<file path="src/rtl/rtc_alarm_pkg.sv">
package rtc_alarm_pkg;

   localparam int unsigned ADDR_W = 3;

   typedef enum logic [ADDR_W-1:0] {
      RA_ALARM_LO = 3'd0,
      RA_ALARM_HI = 3'd1,
      RA_MASK_LO  = 3'd2,
      RA_MASK_HI  = 3'd3,
      RA_CTRL     = 3'd4,
      RA_MODE     = 3'd5
   } reg_addr_e;

   // control register bit positions
   localparam int unsigned CTL_ARM_BIT    = 2;
   localparam int unsigned CTL_DISARM_BIT = 3;
   localparam int unsigned CTL_CLR_BIT    = 8;

   // mode register bit positions
   localparam int unsigned MOD_CAL_BIT  = 0;
   localparam int unsigned MOD_WKEN_BIT = 1;
   localparam int unsigned MOD_RST_BIT  = 2;
   localparam int unsigned MOD_CONT_BIT = 3;
   localparam int unsigned MODE_W       = 4;

   typedef struct packed {
      logic keep_count;   // bit 3
      logic rst_on_wake;  // bit 2
      logic wake_en;      // bit 1
      logic calendar;     // bit 0
   } mode_t;

endpackage

</file>
<file path="src/rtl/rtc_alarm_regs.sv">
module rtc_alarm_regs
   import rtc_alarm_pkg::*;
#(
   parameter int unsigned BUS_W = 32,
   parameter int unsigned WORDS = 2
) (
   input  logic                     clk,
   input  logic                     rst_n,
   input  logic                     wr_en_i,
   input  logic [ADDR_W-1:0]        wr_addr_i,
   input  logic [BUS_W-1:0]         wr_data_i,
   output logic [WORDS*BUS_W-1:0]   alarm_o,
   output logic [WORDS*BUS_W-1:0]   mask_o,
   output logic                     armed_o,
   output mode_t                    mode_o,
   output logic                     clr_wake_o
);

   localparam logic [ADDR_W-1:0] ALARM_BASE = RA_ALARM_LO;
   localparam logic [ADDR_W-1:0] MASK_BASE  = RA_MASK_LO;

   logic ctrl_wr;
   logic mode_wr;

   assign ctrl_wr = wr_en_i && (wr_addr_i == RA_CTRL);
   assign mode_wr = wr_en_i && (wr_addr_i == RA_MODE);

   for (genvar k = 0; k < WORDS; k++) begin : g_word
      localparam logic [ADDR_W-1:0] A_ADDR = ALARM_BASE + ADDR_W'(k);
      localparam logic [ADDR_W-1:0] M_ADDR = MASK_BASE + ADDR_W'(k);
      logic [BUS_W-1:0] alarm_q;
      logic [BUS_W-1:0] mask_q;

      always_ff @(posedge clk) begin
         if (!rst_n) begin
            alarm_q <= '0;
            mask_q  <= '0;
         end else if (wr_en_i) begin
            if (wr_addr_i == A_ADDR) alarm_q <= wr_data_i;
            if (wr_addr_i == M_ADDR) mask_q  <= wr_data_i;
         end
      end

      assign alarm_o[k*BUS_W +: BUS_W] = alarm_q;
      assign mask_o[k*BUS_W +: BUS_W]  = mask_q;
   end

   always_ff @(posedge clk) begin
      if (!rst_n) begin
         armed_o <= 1'b0;
      end else if (ctrl_wr) begin
         if (wr_data_i[CTL_DISARM_BIT])   armed_o <= 1'b0;
         else if (wr_data_i[CTL_ARM_BIT]) armed_o <= 1'b1;
      end
   end

   always_ff @(posedge clk) begin
      if (!rst_n)       mode_o <= '0;
      else if (mode_wr) mode_o <= mode_t'(wr_data_i[MODE_W-1:0]);
   end

   assign clr_wake_o = ctrl_wr && wr_data_i[CTL_CLR_BIT];

endmodule

</file>
<file path="src/rtl/rtc_mask_match.sv">
module rtc_mask_match #(
   parameter int unsigned CNT_W  = 64,
   parameter int unsigned LANE_W = 8
) (
   input  logic [CNT_W-1:0] count_i,
   input  logic [CNT_W-1:0] alarm_i,
   input  logic [CNT_W-1:0] mask_i,
   output logic             match_o
);

   localparam int unsigned LANES = CNT_W / LANE_W;

   logic [CNT_W-1:0] diff;
   assign diff = (count_i ^ alarm_i) & mask_i;

   if (LANE_W <= 1) begin : g_flat
      assign match_o = ~|diff;
   end else begin : g_lanes
      logic [LANES-1:0] lane_ok;
      for (genvar i = 0; i < LANES; i++) begin : g_lane
         assign lane_ok[i] = ~|diff[i*LANE_W +: LANE_W];
      end
      assign match_o = &lane_ok;
   end

endmodule

</file>
<file path="src/rtl/rtc_wake_ctrl.sv">
module rtc_wake_ctrl
   import rtc_alarm_pkg::*;
(
   input  logic  clk,
   input  logic  rst_n,
   input  logic  tick_i,
   input  logic  match_i,
   input  logic  armed_i,
   input  mode_t mode_i,
   input  logic  clr_i,
   output logic  wake_o,
   output logic  cnt_rst_o,
   output logic  cnt_en_o
);

   logic fire;
   assign fire = tick_i && armed_i && mode_i.wake_en && match_i;

   always_ff @(posedge clk) begin
      if (!rst_n) begin
         wake_o    <= 1'b0;
         cnt_rst_o <= 1'b0;
      end else begin
         if (fire)       wake_o <= 1'b1;
         else if (clr_i) wake_o <= 1'b0;
         cnt_rst_o <= fire && mode_i.rst_on_wake && !mode_i.calendar;
      end
   end

   assign cnt_en_o = !(wake_o && !mode_i.keep_count);

endmodule

</file>
<file path="src/rtl/rtc_alarm_wake.sv">
module rtc_alarm_wake
   import rtc_alarm_pkg::*;
#(
   parameter int unsigned CNT_W  = 64,
   parameter int unsigned BUS_W  = 32,
   parameter int unsigned LANE_W = 8
) (
   input  logic              clk,
   input  logic              rst_n,
   input  logic              wr_en_i,
   input  logic [2:0]        wr_addr_i,
   input  logic [BUS_W-1:0]  wr_data_i,
   input  logic              tick_i,
   input  logic [CNT_W-1:0]  count_i,
   output logic              wake_irq_o,
   output logic              cnt_reset_o,
   output logic              cnt_enable_o
);

   localparam int unsigned WORDS = CNT_W / BUS_W;

   initial begin
      assert (WORDS == 2 && CNT_W == WORDS * BUS_W)
         else $error("count must be exactly two bus words");
      assert (LANE_W >= 1 && CNT_W % LANE_W == 0)
         else $error("lane width must divide the count width");
      assert (BUS_W > CTL_CLR_BIT)
         else $error("bus too narrow for control bits");
   end

   logic [CNT_W-1:0] alarm_q;
   logic [CNT_W-1:0] mask_q;
   logic             armed_q;
   mode_t            mode_q;
   logic             clr_wake;
   logic             match;

   rtc_alarm_regs #(.BUS_W(BUS_W), .WORDS(WORDS)) u_regs (
      .clk        (clk),
      .rst_n      (rst_n),
      .wr_en_i    (wr_en_i),
      .wr_addr_i  (wr_addr_i),
      .wr_data_i  (wr_data_i),
      .alarm_o    (alarm_q),
      .mask_o     (mask_q),
      .armed_o    (armed_q),
      .mode_o     (mode_q),
      .clr_wake_o (clr_wake)
   );

   rtc_mask_match #(.CNT_W(CNT_W), .LANE_W(LANE_W)) u_match (
      .count_i (count_i),
      .alarm_i (alarm_q),
      .mask_i  (mask_q),
      .match_o (match)
   );

   rtc_wake_ctrl u_wake (
      .clk       (clk),
      .rst_n     (rst_n),
      .tick_i    (tick_i),
      .match_i   (match),
      .armed_i   (armed_q),
      .mode_i    (mode_q),
      .clr_i     (clr_wake),
      .wake_o    (wake_irq_o),
      .cnt_rst_o (cnt_reset_o),
      .cnt_en_o  (cnt_enable_o)
   );

endmodule

</file>
<file path="config.mk">
export PLATFORM = sky130hd
export DESIGN_NAME = rtc_alarm_wake
export DESIGN_NICKNAME = d
export VERILOG_FILES = /design/src/rtl/rtc_alarm_pkg.sv /design/src/rtl/rtc_alarm_regs.sv /design/src/rtl/rtc_mask_match.sv /design/src/rtl/rtc_wake_ctrl.sv /design/src/rtl/rtc_alarm_wake.sv
export SDC_FILE = /design/constraint.sdc
export NUM_CORES = 1
export LEC_CHECK = 0
export ABC_AREA = 1
export BUFFER_PORTS_ARGS = -buffer_cell sky130_fd_sc_hd__buf_2
export CORE_ASPECT_RATIO = 1.1
export CORE_MARGIN = 10
export CORE_UTILIZATION = 50
export DETAILED_ROUTE_END_ITERATION = 8
export GPL_ROUTABILITY_DRIVEN = 0
export PLACE_DENSITY = 0.81
export SLEW_MARGIN = 25
export SYNTH_ARGS = -nofsm -noshare
export SYNTH_HDL_FRONTEND = slang
export SYNTH_SLANG_ARGS = --single-unit
</file>
<file path="constraint.sdc">
create_clock -name clk -period 2.9 [get_ports clk]
set_input_delay 0.58 -clock clk [delete_from_list [all_inputs] [get_ports clk]]
set_output_delay 0.58 -clock clk [all_outputs]
set_load 0.1 [all_outputs]
</file>
# Yosys cells after proc, flatten, opt, wreduce, memory -nomap -nowiden
# Index checks and enable logic that the tools add are counted.
# W data, S select, Z words.
[word_totals]
ff_bits = 135
inputBits = 103
output_inout_bits = 3
[classes]
n_eq_ne = 5
n_mux = 4
n_bitwise = 2
n_reduce_logical = 37
[op_table]
columns = ["operator", "count"]
rows = [
  ["$and A64 B64 Y64", 1],
  ["$reduce_or A8 Y1", 8],
  ["$xor A64 B64 Y64", 1],
  ["$logic_not A1 Y1", 11],
  ["$reduce_and A2 Y1", 5],
  ["$logic_and A1 B1 Y1", 9],
  ["$reduce_and A8 Y1", 1],
  ["$eq A3 B2 Y1 const B", 2],
  ["$eq A3 B3 Y1 const B", 2],
  ["$mux W1", 4],
  ["$reduce_bool A2 Y1", 2],
  ["$eq A3 B1 Y1 const B", 1],
  ["$logic_not A3 Y1", 1],
]

# Logic depth before layout (Yosys ltp)
# Gate-level depths: netlist of run 1.
[depth]
ltp_word = 8
depth_mapped = 11
depth_no_buf = 11

# Modules after synthesis
# Synthesis of run 1 repeated with hierarchy kept, for this count alone.
[hier_totals]
hier_cells = 1126
hier_area_um2 = 6765.2
[modules_own_cells]
columns = ["mod", "n_inst", "cells_each", "area_each_um2", "seq_area_each_um2"]
rows = [
  ["rtc_alarm_regs", 1, 769, 5257.5, 2662.6],
  ["rtc_mask_match", 1, 343, 1412.6, 0.0],
  ["rtc_wake_ctrl", 1, 14, 95.1, 40.0],
]

# Worst setup path before layout of run 1
# Ideal clock, no wire load.
[synth_timing]
path_kind = "reg-to-output"
startpoint = "register u_wake.wake_o"
endpoint = "output cnt_enable_o"
t_arrival_ps = 1758
required_time_ps = 2320
setup_slack_ps = 562
path_stages_with_launch = 2
n_path_buf = 0
path_cell_list = "dfxtp_1 -> nand2_1"
[synth_between]
elab_chain_len = 2
[synth_rtl]
columns = ["item", "line", "rtl"]
rows = [
  ["start, declared", "rtc_wake_ctrl.sv:11", "output logic wake_o,"],
  ["start signal, assigned", "rtc_wake_ctrl.sv:21", "wake_o <= 1'b0;"],
  ["start signal, assigned", "rtc_wake_ctrl.sv:24", "if (fire) wake_o <= 1'b1;"],
  ["start signal, assigned", "rtc_wake_ctrl.sv:25", "else if (clr_i) wake_o <= 1'b0;"],
  ["$logic_and A1 B1 Y1", "rtc_wake_ctrl.sv:30", "assign cnt_en_o = !(wake_o && !mode_i.keep_count);"],
  ["$logic_not A1 Y1", "rtc_wake_ctrl.sv:30", ""],
  ["end, declared", "rtc_alarm_wake.sv:17", "output logic cnt_enable_o"],
]
# Every way passes these cells.

# Worst setup path in the final report of run 1
[layout_timing]
startpoint = "register u_regs.mode_o[3] in the netlist's numbering"
endpoint = "output cnt_enable_o"
[layout_between]
elab_chain_len = 3
[layout_rtl]
columns = ["item", "line", "rtl"]
rows = [
  ["start, declared", "rtc_alarm_regs.sv:15", "output mode_t mode_o,"],
  ["start signal, assigned", "rtc_alarm_regs.sv:59", "else if (mode_wr) mode_o <= mode_t'(wr_data_i[MODE_W-1:0]);"],
  ["$logic_not A1 Y1", "rtc_wake_ctrl.sv:30", ""],
  ["$logic_and A1 B1 Y1", "rtc_wake_ctrl.sv:30", ""],
  ["$logic_not A1 Y1", "rtc_wake_ctrl.sv:30", ""],
]
# Every way passes these cells.

==> impl_metrics.json, run 1 <==
{
  "fill_cells": 1079,
  "slew_headroom_pct": 47.30,
  "grt_max_degree": 135,
  "io_pins": 106,
  "path_max_fanout": 2,
  "cts_made_buffers": 17,
  "arrival_ns": 1.27,
  "io_buffers": 105,
  "ir_drop_v": 0.0003206,
  "reg2reg_slack_ns": 1.41,
  "synth_top_area_share_pct": 45.52,
  "vias": 5794,
  "postCtsSetupBuffers": 0,
  "place_inst": 1118,
  "die_w_um": 123.9,
  "final_common_cell": "nor2_1",
  "crit_end": "cnt_enable_o",
  "crit_required_ns": 2.32,
  "fin_hold_ws_ns": 0.4261,
  "initial_utilization_pct": 51.44,
  "crit_cells": 3,
  "powerDensity_nw_per_um2": 641.8,
  "critPathCaptureType": "output pin",
  "crit_family": "buffers and inverters",
  "synthCells": 895,
  "setup_slack_ns": 1.053,
  "max-cap-violations": 0,
  "syn_area_sq_um": 5937,
  "clock.fmax_mhz": 541.4,
  "fin_crit_ns": 1.847,
  "cp_num_buf_inv": 2,
  "ys_seq_area_share_pct": 45.52,
  "antenna_left": 0,
  "dieArea_sq_um": 16640,
  "instances_no_fill": 1150,
  "overflow": 0,
  "wire_per_inst_um": 14.12,
  "drt_iter0_markers": 440,
  "clock-sinks": 135,
  "nets": 1090,
  "cts_tree": "done",
  "path_cells": "inv_1, nand2_1, buf_2",
  "synth_warnings": 0,
  "hold_class": "in -> reg",
  "antenna_cells": 0,
  "first_pass_iters": 8,
  "core-area_sq_um": 11540,
  "clk-insertion-delay-late_ns": 0.42,
  "row_count": 41,
  "pre_cts_ws_ns": 0.7020,
  "reg2reg_to": "u_wake.wake_o",
  "r2r_start": "u_regs.g_word[0].alarm_q[30]",
  "critPathMaxStageDelay_ns": 0.41,
  "synth_nets": 998,
  "avgSynthCellArea_sq_um": 6.633,
  "grt_usage_pct": 19.80,
  "synth.ff_latch_count": 135,
  "start_kind": "flip-flop",
  "cp-startpoint": "u_regs.mode_o[3]",
  "routed_via_density": 5.038,
  "cts_buffer_depth": 2,
  "rsz0062_at_grt": "false",
  "clkTransAtPathRegs_ns": 0.06,
  "period_share_pct": 63.69,
  "skew_ns": 0.003863,
  "crit_slowest_cell": "buf_2",
  "syn_to_final_growth_pct": 21.03,
  "dieHeight_um": 134.3,
  "critical_path_class": "reg -> out",
  "drive_gt1_share_pct": 15.40,
  "cts_resized": 0,
  "htree_num_levels": 4,
  "grt_first_pass_wirelength_um": 26120,
  "tightest_slew_ns": 0.7893,
  "antenna_found_initial": 1,
  "place.detailed.hpwl_um": 11010,
  "netlist-cell-type-count": 22,
  "setup_viol": 0,
  "drc": 0,
  "synth_top_area_cell": "dfxtp_1",
  "p_leak_nw": 3.221,
  "synth_area_leaders": "dfxtp_1 (46%), nor2_1 (13%), o21ai_0 (12%)",
  "tns_ns": 0,
  "finalPower_mw": 4.612,
  "mostFrequentLayoutCells": "nor2_1 (203), nand2_1 (141), o21ai_0 (137)",
  "cts_hold_buf": 0,
  "finalMaxSlewViolations": 0,
  "finalHoldViolations": 0,
  "wirelength_um": 16230,
  "grt_pass1_vias": 5514,
  "cts_root_buf": "clkbuf_16",
  "worstRegToRegCells": 10,
  "status": "completed"
}
## sequential cells by signal, summed over array words and instances, names as in the netlist
signal	count
u_regs.g_word.alarm_q	64
u_regs.mode_o	4
u_regs.g_word.mask_q	64
u_wake.cnt_rst_o	1
u_wake.wake_o	1
u_regs.armed_o	1
## metal layers
layer	global-route usage, %	wire (um)
met4	7.362	372
met5	0	13
met2	31.59	7624
met3	6.255	1258
met1	24.26	6963
## area by class of cell
| class | instances | area [sq um] | share of cell area, % |
|---|---|---|---|
| clock buffers | 19 | 452.9 | 6.303 |
| clock inverters | 13 | 177.7 | 2.473 |
| inverters | 113 | 424.2 | 5.903 |
| multi-input cells | 609 | 2658 | 36.98 |
| flip-flops and latches | 135 | 2703 | 37.61 |
| well taps | 150 | 187.7 | 2.612 |
| repair buffers | 111 | 583.1 | 8.114 |
## tightest hold or removal path: stages
cell and delay [ns]:
buf_2 0.10, nor2_1 0.05, nor2_1 0.08
## logic make-up after synthesis
kind of cell | synth area share [%]
buf+inv | 9.800
simple gates | 25.90
compound gates | 18.48
xor+xnor | 0.2951
flops | 45.52
## power breakdown
group / switching, mW / internal, mW
Combinational: 0.227 / 0.140
Sequential: 0.0339 / 1.92
Clock: 0.816 / 1.47
Total: 1.08 / 3.54
## cell usage after synthesis
cell and number:
nor2_1 203, nand2_1 141, o21ai_0 137, dfxtp_1 135, inv_1 109, a21oi_1 79, nand3_1 35, clkbuf_1 30
buf_2 4, inv_2 3, nand4_1 3, or2_2 3, clkbuf_2 2, nor2_2 2, xor2_1 2, buf_1 1
buf_6 1, clkinv_1 1, nor3_1 1, nor3_4 1, o21ai_1 1, o221a_2 1
## stage by stage
stage / area [sq um] / util [%]
final: 7186 / 62.25
after global routing: 7186 / 62.25
after CTS: 7186 / 62.25
after detailed placement: 6555 / 56.79
after global placement: 6555 / 56.79
after floorplan: 5937 / -
## worst min path at each step
stage	startpoint	endpoint	slack (ns)	cells after the start
after floorplan	u_regs.mode_o[2]	u_wake.cnt_rst_o	0.42	2
after global placement	u_regs.g_word[1].mask_q[22]	u_regs.g_word[1].mask_q[22]	0.43	2
after detailed placement	u_regs.g_word[1].mask_q[22]	u_regs.g_word[1].mask_q[22]	0.44	2
after CTS	wr_data_i[18]	u_regs.g_word[0].mask_q[18]	0.42	3
after global routing	wr_data_i[14]	u_regs.g_word[1].alarm_q[14]	0.43	3
final	wr_data_i[18]	u_regs.g_word[0].mask_q[18]	0.43	3
Power figures use the tool's default switching activity.
==> run 2, diff against run 1 <==
ABC_AREA = 0   (was 1)
PLACE_DENSITY = 0.84   (was 0.81)
clock period = 1.6 ns   (was 2.9 ns; I/O delays follow)
==> run 2 against run 1 <==
The run now ends with negative setup slack left. Non-clock buffer count is 8 higher. Worst hold slack worse by 0.26 ns. Sequential power is 78% higher. Sequential cell count stayed put. Routed wire length is 0.17% higher. Final area is 2.5% lower. Largest cell class is now multi-input gates. Largest power group unchanged.
==> impl_metrics.json, run 2 <==
{
  "p_seq_share_pct": 43.8,
  "finalMaxSlewViolations": 0,
  "holdPathEnd": "u_regs.g_word[0].alarm_q[14]",
  "tightest_slew_ns": 0.5172,
  "synth_warnings": 0,
  "cts_root_buf": "clkbuf_16",
  "cts_made_buffers": 17,
  "top_regs": "u_regs.g_word.alarm_q (64), u_regs.g_word.mask_q (64), u_regs.mode_o (4)",
  "postLayoutCoreUtil_pct": 64.53,
  "drive_gt1_share_pct": 22.18,
  "rsz0062_at_grt": "true",
  "critical_path_class": "reg -> reg",
  "p_sw_share_pct": 23.26,
  "clk-insertion-delay-late_ns": 0.41,
  "r2r_start": "u_regs.g_word[0].alarm_q[25]",
  "fill_cells": 953,
  "period_share_pct": 108.4,
  "synth-edff-count": 0,
  "min_path_cells": 3,
  "core-area_sq_um": 10860,
  "nets": 897,
  "p_leak_nw": 2.766,
  "synth_nets": 801,
  "clock-sinks": 135,
  "io_pins": 106,
  "fin_hold_ws_ns": 0.1703,
  "initial_utilization_pct": 50.88,
  "start_kind": "flip-flop",
  "place.detailed.hpwl_um": 10650,
  "grt_max_degree": 93,
  "avgSynthCellArea_sq_um": 7.916,
  "worstRegToRegCells": 5,
  "hold_class": "in -> reg",
  "netlist-cell-type-count": 24,
  "row_count": 40,
  "syn_to_final_growth_pct": 26.83,
  "first_pass_iters": 6,
  "synth.ff_latch_count": 135,
  "grt_usage_pct": 20.56,
  "synth_area_leaders": "dfxtp_1 (49%), nand2_1 (18%), a21oi_1 (12%)",
  "wirelength_um": 16260,
  "syn_area_sq_um": 5525,
  "die_w_um": 120.2,
  "seq_area_sq_um": 2710,
  "io_buffers": 105,
  "drt_iter0_markers": 456,
  "multiInputGateArea_sq_um": 2758,
  "drc": 0,
  "vias": 5049,
  "power_frac_comb_pct": 7.7,
  "synth_common_cells": "nand2_1 (258), dfxtp_1 (135), a21oi_1 (130)",
  "setup_viol": 2,
  "htree_num_levels": 4,
  "slew_headroom_pct": 65.76,
  "intPower_mw": 6.097,
  "pre_cts_ws_ns": -0.3093,
  "skew_ns": 0.005698,
  "reg2reg_slack_ns": -0.13,
  "grt_pass1_vias": 4900,
  "switching_power_mw": 1.847,
  "synth_top_area_cell": "dfxtp_1",
  "synthCells": 698,
  "wire_per_inst_um": 17.05,
  "arrival_ns": 2.05,
  "clockPowerShare_pct": 48.5,
  "antenna_left": 0,
  "reg2reg_to": "u_wake.wake_o",
  "antenna_found_initial": 0,
  "overflow": 0,
  "antenna_cells": 0,
  "final_common_cell": "nand2_1",
  "powerDensity_nw_per_um2": 1134,
  "clock.fmax_mhz": 576.7,
  "worstHoldStart": "wr_data_i[14]",
  "ys_async_sr_fraction_pct": 0,
  "critPathCaptureType": "flip-flop",
  "routed_via_density": 5.292,
  "ir_drop_v": 0.0006577,
  "grt_first_pass_wirelength_um": 25310,
  "status": "complete, but fails checks",
  "ys_seq_area_share_pct": 48.91,
  "setup_slack_ns": -0.1340,
  "cts_buffer_depth": 2,
  "max-cap-violations": 0,
  "fin_crit_ns": 1.734,
  "finalHoldViolations": 0,
  "synth_ff_type": "dfxtp_1",
  "crit_required_ns": 1.92,
  "violations": "negative setup slack",
  "dieHeight_um": 130.3,
  "synth_top_area_share_pct": 48.91,
  "cts_tree": "done",
  "postCtsSetupBuffers": 0,
  "yosysMostFrequentCell": "nand2_1",
  "dieArea_sq_um": 15660,
  "path_max_fanout": 2,
  "mostFrequentLayoutCells": "nand2_1 (258), a21oi_1 (129), dfxtp_1 (129)",
  "clkTransAtPathRegs_ns": 0.06
}
==> run 2: what timing repair did <==
item,in CTS,in global routing
resized for setup,13,7
pin swaps,10,7
hold endpoints to repair,0,0
hold buffers,0,0
setup endpoints to repair,2,3
==> run 2: power groups by stage <==
| stage | logic, mW | registers, mW | clock network (mW) |
|---|---|---|---|
| finish | 0.615 | 3.48 | 3.85 |
| global route | 0.670 | 3.48 | 4.03 |
| CTS | 0.598 | 3.47 | 3.88 |
| detailed placement | 0.583 | 3.55 | 0 |
| global placement | 0.578 | 3.54 | 0 |
| floorplan | 0.271 | 3.54 | 0 |
==> run 2: final cells by class <==
| cell class | instances | area share (%) |
|---|---|---|
| flip-flops and latches | 135 | 38.67 |
| inverters | 1 | 0.07142 |
| multi-input cells | 520 | 39.35 |
| well taps | 147 | 2.625 |
| clock buffers | 21 | 6.713 |
| repair buffers | 119 | 10.82 |
| clock inverters | 11 | 1.750 |
==> run 2: worst max-delay path by stage <==
| stage | end | startpoint | cells after the start |
|---|---|---|---|
| 2_1_floorplan | u_wake.cnt_rst_o | count_i[24] | 5 |
| 3_3_place_gp | u_wake.cnt_rst_o | count_i[28] | 6 |
| 3_5_place_dp | u_wake.cnt_rst_o | count_i[28] | 6 |
| 4_1_cts | u_wake.wake_o | u_regs.g_word[0].alarm_q[14] | 5 |
| 5_1_grt | u_wake.wake_o | u_regs.g_word[0].alarm_q[28] | 5 |
| 6_report | u_wake.wake_o | u_regs.g_word[0].alarm_q[25] | 5 |
==> run 2: cell families after synthesis <==
group	count (synthesis)	synth area share, %
XOR/XNOR	64	10.14
buffers and inverters	43	2.921
multiplexers	4	0.7247
AO/OA/AOI/OAI	163	16.35
flip-flops	135	48.91
AND/OR/NAND/NOR	289	20.95
==> run 2: critical path, stage by stage (launching register included) <==
cell and delay [ns]:
dfxtp_1 0.32, xor2_1 0.16, a22oi_1 0.21, nand3_1 0.16
or4_4 0.60, o31ai_4 0.19
==> run 2: stage by stage <==
stage	power (mW)	instance area [sq um]	TNS [ns]	instances
2_1_floorplan	3.808	5529	0	698
3_3_place_gp	4.121	6327	-0.5725	922
3_5_place_dp	4.129	6327	-0.5906	922
4_1_cts	7.956	6972	-0.1811	954
5_1_grt	8.178	7008	-0.2754	954
6_report	7.944	7008	-0.2129	954
==> run 2: per-layer routing <==
| metal | GRT usage [%] | part of all wire [%] | vias to the layer above |
|---|---|---|---|
| li1 | - | - | 2504 |
| met1 | 24.73 | 42 | 2334 |
| met2 | 34.88 | 49 | 192 |
| met3 | 5.272 | 7.5 | 19 |
| met4 | 7.386 | 1.6 | 0 |
| met5 | 0 | 0 | - |
